`src/rtl/risc_exec_pkg.sv`:
```
package risc_exec_pkg;

  localparam int OPC_W = 6;
  localparam int FN_W  = 6;

  localparam logic [OPC_W-1:0] OPC_REG   = 6'h00;
  localparam logic [OPC_W-1:0] OPC_ADDI  = 6'h08;
  localparam logic [OPC_W-1:0] OPC_ADDIU = 6'h09;
  localparam logic [OPC_W-1:0] OPC_SLTI  = 6'h0A;
  localparam logic [OPC_W-1:0] OPC_SLTIU = 6'h0B;
  localparam logic [OPC_W-1:0] OPC_ANDI  = 6'h0C;
  localparam logic [OPC_W-1:0] OPC_ORI   = 6'h0D;
  localparam logic [OPC_W-1:0] OPC_XORI  = 6'h0E;
  localparam logic [OPC_W-1:0] OPC_LUI   = 6'h0F;

  localparam logic [FN_W-1:0] FN_SLL  = 6'h00;
  localparam logic [FN_W-1:0] FN_SRL  = 6'h02;
  localparam logic [FN_W-1:0] FN_SRA  = 6'h03;
  localparam logic [FN_W-1:0] FN_SLLV = 6'h04;
  localparam logic [FN_W-1:0] FN_SRLV = 6'h06;
  localparam logic [FN_W-1:0] FN_SRAV = 6'h07;
  localparam logic [FN_W-1:0] FN_ADD  = 6'h20;
  localparam logic [FN_W-1:0] FN_ADDU = 6'h21;
  localparam logic [FN_W-1:0] FN_SUB  = 6'h22;
  localparam logic [FN_W-1:0] FN_SUBU = 6'h23;
  localparam logic [FN_W-1:0] FN_AND  = 6'h24;
  localparam logic [FN_W-1:0] FN_OR   = 6'h25;
  localparam logic [FN_W-1:0] FN_XOR  = 6'h26;
  localparam logic [FN_W-1:0] FN_NOR  = 6'h27;
  localparam logic [FN_W-1:0] FN_SLT  = 6'h2A;
  localparam logic [FN_W-1:0] FN_SLTU = 6'h2B;

  typedef enum logic [3:0] {
    SEL_ADD,
    SEL_SUB,
    SEL_AND,
    SEL_OR,
    SEL_XOR,
    SEL_NOR,
    SEL_SLT,
    SEL_SLTU,
    SEL_SHL,
    SEL_SHR,
    SEL_SAR,
    SEL_LUI
  } alu_sel_e;

  typedef struct packed {
    alu_sel_e sel;       // datapath function
    logic     src_imm;   // second operand is the widened immediate
    logic     imm_zext;  // widen immediate with zeros instead of sign
    logic     amt_var;   // shift amount from op_a instead of shamt
    logic     trap_ovf;  // signed overflow raises a trap
    logic     legal;     // encoding recognised
  } exec_ctrl_t;

endpackage

```
`src/rtl/risc_exec_decode.sv`:
```
module risc_exec_decode
  import risc_exec_pkg::*;
(
  input  logic [OPC_W-1:0] opcode,
  input  logic [FN_W-1:0]  funct,
  output exec_ctrl_t       ctrl
);

  always_comb begin
    ctrl          = '0;
    ctrl.sel      = SEL_ADD;
    ctrl.legal    = 1'b1;
    unique case (opcode)
      OPC_REG: begin
        unique case (funct)
          FN_SLL:  ctrl.sel = SEL_SHL;
          FN_SRL:  ctrl.sel = SEL_SHR;
          FN_SRA:  ctrl.sel = SEL_SAR;
          FN_SLLV: begin ctrl.sel = SEL_SHL; ctrl.amt_var = 1'b1; end
          FN_SRLV: begin ctrl.sel = SEL_SHR; ctrl.amt_var = 1'b1; end
          FN_SRAV: begin ctrl.sel = SEL_SAR; ctrl.amt_var = 1'b1; end
          FN_ADD:  begin ctrl.sel = SEL_ADD; ctrl.trap_ovf = 1'b1; end
          FN_ADDU: ctrl.sel = SEL_ADD;
          FN_SUB:  begin ctrl.sel = SEL_SUB; ctrl.trap_ovf = 1'b1; end
          FN_SUBU: ctrl.sel = SEL_SUB;
          FN_AND:  ctrl.sel = SEL_AND;
          FN_OR:   ctrl.sel = SEL_OR;
          FN_XOR:  ctrl.sel = SEL_XOR;
          FN_NOR:  ctrl.sel = SEL_NOR;
          FN_SLT:  ctrl.sel = SEL_SLT;
          FN_SLTU: ctrl.sel = SEL_SLTU;
          default: ctrl.legal = 1'b0;
        endcase
      end
      OPC_ADDI:  begin ctrl.sel = SEL_ADD;  ctrl.src_imm = 1'b1; ctrl.trap_ovf = 1'b1; end
      OPC_ADDIU: begin ctrl.sel = SEL_ADD;  ctrl.src_imm = 1'b1; end
      OPC_SLTI:  begin ctrl.sel = SEL_SLT;  ctrl.src_imm = 1'b1; end
      OPC_SLTIU: begin ctrl.sel = SEL_SLTU; ctrl.src_imm = 1'b1; end
      OPC_ANDI:  begin ctrl.sel = SEL_AND;  ctrl.src_imm = 1'b1; ctrl.imm_zext = 1'b1; end
      OPC_ORI:   begin ctrl.sel = SEL_OR;   ctrl.src_imm = 1'b1; ctrl.imm_zext = 1'b1; end
      OPC_XORI:  begin ctrl.sel = SEL_XOR;  ctrl.src_imm = 1'b1; ctrl.imm_zext = 1'b1; end
      OPC_LUI:   ctrl.sel = SEL_LUI;
      default:   ctrl.legal = 1'b0;
    endcase
  end

endmodule

```
`src/rtl/risc_exec_addsub.sv`:
```
module risc_exec_addsub #(
  parameter int W = 32
) (
  input  logic [W-1:0] a,
  input  logic [W-1:0] b,
  input  logic         do_sub,
  output logic [W-1:0] sum,
  output logic         ovf,
  output logic         lt_s,
  output logic         lt_u
);

  localparam int MSB = W - 1;

  logic [W-1:0] b_eff;
  logic [W:0]   wide;

  always_comb begin
    b_eff = b ^ {W{do_sub}};
    wide  = {1'b0, a} + {1'b0, b_eff} + {{W{1'b0}}, do_sub};
    sum   = wide[W-1:0];
    if (do_sub) begin
      ovf = (a[MSB] != b[MSB]) && (sum[MSB] != a[MSB]);
    end else begin
      ovf = (a[MSB] == b[MSB]) && (sum[MSB] != a[MSB]);
    end
    // Only meaningful when do_sub is high
    lt_u = ~wide[W];
    lt_s = sum[MSB] ^ ovf;
  end

endmodule

```
`src/rtl/risc_exec_shifter.sv`:
```
module risc_exec_shifter #(
  parameter int W  = 32,
  parameter int AW = $clog2(W)
) (
  input  logic [W-1:0]  din,
  input  logic [AW-1:0] amt,
  input  logic          to_left,
  input  logic          arith,
  output logic [W-1:0]  dout
);

  logic [W-1:0] oriented;
  logic [W-1:0] stage [0:AW];
  logic         fill;

  assign fill = arith & ~to_left & din[W-1];

  // Left shifts reuse the right-shift network on a bit-reversed word
  for (genvar i = 0; i < W; i++) begin : g_in_rev
    assign oriented[i] = to_left ? din[W-1-i] : din[i];
  end

  assign stage[0] = oriented;

  for (genvar s = 0; s < AW; s++) begin : g_stage
    localparam int STEP = 1 << s;
    assign stage[s+1] = amt[s] ? {{STEP{fill}}, stage[s][W-1:STEP]} : stage[s];
  end

  for (genvar i = 0; i < W; i++) begin : g_out_rev
    assign dout[i] = to_left ? stage[AW][W-1-i] : stage[AW][i];
  end

endmodule

```
`src/rtl/risc_exec_unit.sv`:
```
module risc_exec_unit
  import risc_exec_pkg::*;
#(
  parameter  int XLEN    = 32,
  parameter  int IMM_W   = 16,
  localparam int SHAMT_W = $clog2(XLEN)
) (
  input  logic [XLEN-1:0]    op_a,
  input  logic [XLEN-1:0]    op_b,
  input  logic [SHAMT_W-1:0] shamt,
  input  logic [OPC_W-1:0]   opcode,
  input  logic [FN_W-1:0]    funct,
  input  logic [IMM_W-1:0]   imm,
  output logic [XLEN-1:0]    result,
  output logic               wr_en,
  output logic               ovf_trap,
  output logic               rsvd_instr
);

  localparam int EXT_W = XLEN - IMM_W;

  exec_ctrl_t         ctrl;
  logic [XLEN-1:0]    imm_wide;
  logic [XLEN-1:0]    src_b;
  logic [XLEN-1:0]    sum;
  logic               ovf_raw;
  logic               lt_s;
  logic               lt_u;
  logic               do_sub;
  logic [SHAMT_W-1:0] sh_amt;
  logic [XLEN-1:0]    sh_out;
  logic [XLEN-1:0]    func_out;

  risc_exec_decode u_decode (
    .opcode (opcode),
    .funct  (funct),
    .ctrl   (ctrl)
  );

  always_comb begin
    if (ctrl.imm_zext) begin
      imm_wide = {{EXT_W{1'b0}}, imm};
    end else begin
      imm_wide = {{EXT_W{imm[IMM_W-1]}}, imm};
    end
    src_b  = ctrl.src_imm ? imm_wide : op_b;
    do_sub = (ctrl.sel == SEL_SUB) || (ctrl.sel == SEL_SLT) || (ctrl.sel == SEL_SLTU);
    sh_amt = ctrl.amt_var ? op_a[SHAMT_W-1:0] : shamt;
  end

  risc_exec_addsub #(.W(XLEN)) u_addsub (
    .a      (op_a),
    .b      (src_b),
    .do_sub (do_sub),
    .sum    (sum),
    .ovf    (ovf_raw),
    .lt_s   (lt_s),
    .lt_u   (lt_u)
  );

  risc_exec_shifter #(.W(XLEN), .AW(SHAMT_W)) u_shifter (
    .din     (op_b),
    .amt     (sh_amt),
    .to_left (ctrl.sel == SEL_SHL),
    .arith   (ctrl.sel == SEL_SAR),
    .dout    (sh_out)
  );

  always_comb begin
    unique case (ctrl.sel)
      SEL_ADD,
      SEL_SUB:  func_out = sum;
      SEL_AND:  func_out = op_a & src_b;
      SEL_OR:   func_out = op_a | src_b;
      SEL_XOR:  func_out = op_a ^ src_b;
      SEL_NOR:  func_out = ~(op_a | src_b);
      SEL_SLT:  func_out = {{(XLEN-1){1'b0}}, lt_s};
      SEL_SLTU: func_out = {{(XLEN-1){1'b0}}, lt_u};
      SEL_SHL,
      SEL_SHR,
      SEL_SAR:  func_out = sh_out;
      SEL_LUI:  func_out = {imm, {EXT_W{1'b0}}};
      default:  func_out = '0;
    endcase
  end

  always_comb begin
    result     = ctrl.legal ? func_out : '0;
    ovf_trap   = ctrl.legal & ctrl.trap_ovf & ovf_raw;
    wr_en      = ctrl.legal & ~ovf_trap;
    rsvd_instr = ~ctrl.legal;
  end

endmodule

```
`config.mk`:
```
export PLATFORM = sky130hd
export DESIGN_NAME = risc_exec_unit
export DESIGN_NICKNAME = d
export VERILOG_FILES = /design/src/rtl/risc_exec_pkg.sv /design/src/rtl/risc_exec_decode.sv /design/src/rtl/risc_exec_addsub.sv /design/src/rtl/risc_exec_shifter.sv /design/src/rtl/risc_exec_unit.sv
export SDC_FILE = /design/constraint.sdc
export NUM_CORES = 1
export LEC_CHECK = 0
export BUFFER_PORTS_ARGS = -buffer_cell sky130_fd_sc_hd__buf_2
export CAP_MARGIN = 30
export CORE_UTILIZATION = 50
export DETAILED_ROUTE_END_ITERATION = 10
export PLACE_DENSITY = 0.83
export REMOVE_ABC_BUFFERS = 1
export SYNTH_ARGS = -nofsm -noshare
export SYNTH_HDL_FRONTEND = slang
export SYNTH_SLANG_ARGS = --single-unit
export TNS_END_PERCENT = 20
```
`constraint.sdc`:
```
create_clock -name vclk -period 11.5
set_input_delay 1.725 -clock vclk [all_inputs]
set_output_delay 1.725 -clock vclk [all_outputs]
set_load 0.005 [all_outputs]
```
==> flow_metrics.env <==
export IMPL_pin_count=132
export IMPL_worstPathRequired_ps=9780
export IMPL_p_leak_nw=4.00
export IMPL_rsz0062_at_grt="false"
export IMPL_gp_congestion=1.03
export IMPL_nFlopsAndLatches=0
export IMPL_yosys_warnings=0
export IMPL_syn_area_per_cell_um2=6.64
export IMPL_viasPerCell=7.12
export IMPL_hold_violations=0
export IMPL_dpl_worst_slack_ps=2290
export IMPL_power_density_mw_per_mm2=46.9
export IMPL_antenna_cells=0
export IMPL_final_seq_area_um2=0
export IMPL_yosys_cell_count_top_type="o21ai_0"
export IMPL_setup_ws_ps=2130
export IMPL_finalCritPeriodShare_pct=81.5
export IMPL_slew_violations=0
export IMPL_drtIter0Drc=1518
export IMPL_synthTopCellsByCount="o21ai_0, nand2_1, ha_1, a21oi_1, nor2_1"
export IMPL_initial_core_util_pct=51.6
export IMPL_hpwl_mm=30.6
export IMPL_syn_area_mm2=0.00829
export IMPL_portBuffers=132
export IMPL_grt_first_pass_wirelength_mm=57.9
export IMPL_dr_pass1_iters=6
export IMPL_rows=46
export IMPL_fin_crit_ps=9370
export IMPL_yosysSeqAreaShare_pct=0
export IMPL_antenna_found_initial=0
export IMPL_die_w_um=131
export IMPL_tns_ps=0
export IMPL_fp_coreArea_mm2=0.0161
export IMPL_drt_wl_total_mm=39.0
export IMPL_nClkBuffers=0
export IMPL_ant_nets=0
export IMPL_nets=1517
export IMPL_setup_worst_path_end_class="output pin"
export IMPL_arrival_ps=7640
export IMPL_path_max_fanout=25
export IMPL_area_growth_pct=9.89
export IMPL_drive_gt1_share_pct=15.4
export IMPL_cts_setup_buffers=0
export IMPL_status="completed"
export IMPL_max_freq_mhz=107
export IMPL_cts_hold_buf=0
export IMPL_utilization_pct=56.7
export IMPL_fin_total_pwr_mw=0.427
export IMPL_wl_per_cell_um=25.3
export IMPL_overflow=0
export IMPL_yosysTopAreaCellShare_pct=14.3
export IMPL_cts_resized=0
export IMPL_fin_hold_ws_ps=3940
export IMPL_worstMarginPinSlew_ps=1020
export IMPL_yosys_top_cells_area="ha_1, o21ai_0, mux2i_1"
export IMPL_startpoint_type="input pin"
export IMPL_yosysTopAreaCell="ha_1"
export IMPL_grt_max_degree=41
export IMPL_critPathKind="in2out"
export IMPL_relSlewSlack_pct=32.1
export IMPL_grt_pass1_vias=9838
export IMPL_die_h_um=131
export IMPL_dieArea_mm2=0.0171
export IMPL_postSynthCellCount=1249
export IMPL_drc=0
export IMPL_synth_cell_types=89
export IMPL_holdCritPathClass="in2out"
export IMPL_maxCapViolCount=0
export IMPL_vias=11000
export IMPL_setup_violations_final=0
export IMPL_irDropWorstVdd_v=0.0000221
export IMPL_grt_use_total_pct=44.8
-- metal layers --
layer	share of wire, %	routed length (um)	GRT usage [%]	vias up
met2	40	15700	66.2	863
met3	13	4940	7.90	106
met1	42	16500	63.9	5070
met4	4.6	1810	17.6	0
li1	-	-	-	4919
met5	0	0	0	-
-- worst paths after layout --
path	start	to	slack, ps	cells after the start
setup / recovery	opcode[2]	result[30]	2130	19
hold / removal	opcode[3]	ovf_trap	3940	4
-- area by class of cell --
class              instances  area, um^2
fillers                 1634        6950
inverters                 80         300
multi-input cells       1087        7700
well taps                216         270
repair buffers           155         841
-- cell families after synthesis --
group | share of synthesized area [%]
buf+inv | 7.59
mux | 8.59
xor+xnor | 6.45
compound gates | 42.0
fa+ha+maj | 14.6
simple gates | 20.8
-- where the power goes --
group	leakage, nW	switching (mW)	internal, mW
clock network	0	0	0
registers	0	0	0
logic	4.00	0.275	0.152
total	4.00	0.275	0.152
-- critical path, cell delays in order --
cell and delay [ps]:
buf_2 150, or4_4 580, a2111o_4 510, o21ai_2 340, nand2b_1 150, nand2_2 230, buf_4 450, xnor2_1 140
ha_1 330, a21oi_1 320, o211ai_1 140, a221oi_1 540, o211ai_1 330, a221oi_1 480, or4_1 180, a21oi_1 110
or4b_1 550, and3_1 210, buf_2 140
-- metrics by stage --
step / std cells / area [um^2]
2_1_floorplan: 1167 / 7960
3_3_place_gp: 1537 / 9090
3_5_place_dp: 1538 / 9110
4_1_cts: 1538 / 9110
5_1_grt: 1538 / 9110
6_report: 1538 / 9110
-- placed cells by master (no fill, tap or decap), types with 6 or more instances in the layout --
cell type / count
nor3_1: 30
and3_1: 14
o21bai_1: 6
o21ai_1: 10
o32ai_1: 6
a221o_1: 10
a22oi_1: 28
a211oi_1: 33
nand2b_1: 11
mux2i_1: 49
a21oi_1: 89
xor2_1: 8
o22ai_1: 15
a222oi_1: 6
o21ai_0: 120
a21o_1: 18
o211ai_1: 54
a31oi_1: 10
xnor2_1: 53
ha_1: 95
nand4_1: 11
mux2_2: 13
buf_4: 22
a2111oi_0: 6
nor2_1: 86
and2_1: 10
buf_2: 132
inv_1: 80
nand3_1: 55
o221ai_1: 10
a221oi_1: 18
nand2_1: 96
No activity file was read; power rests on OpenSTA's default activity.
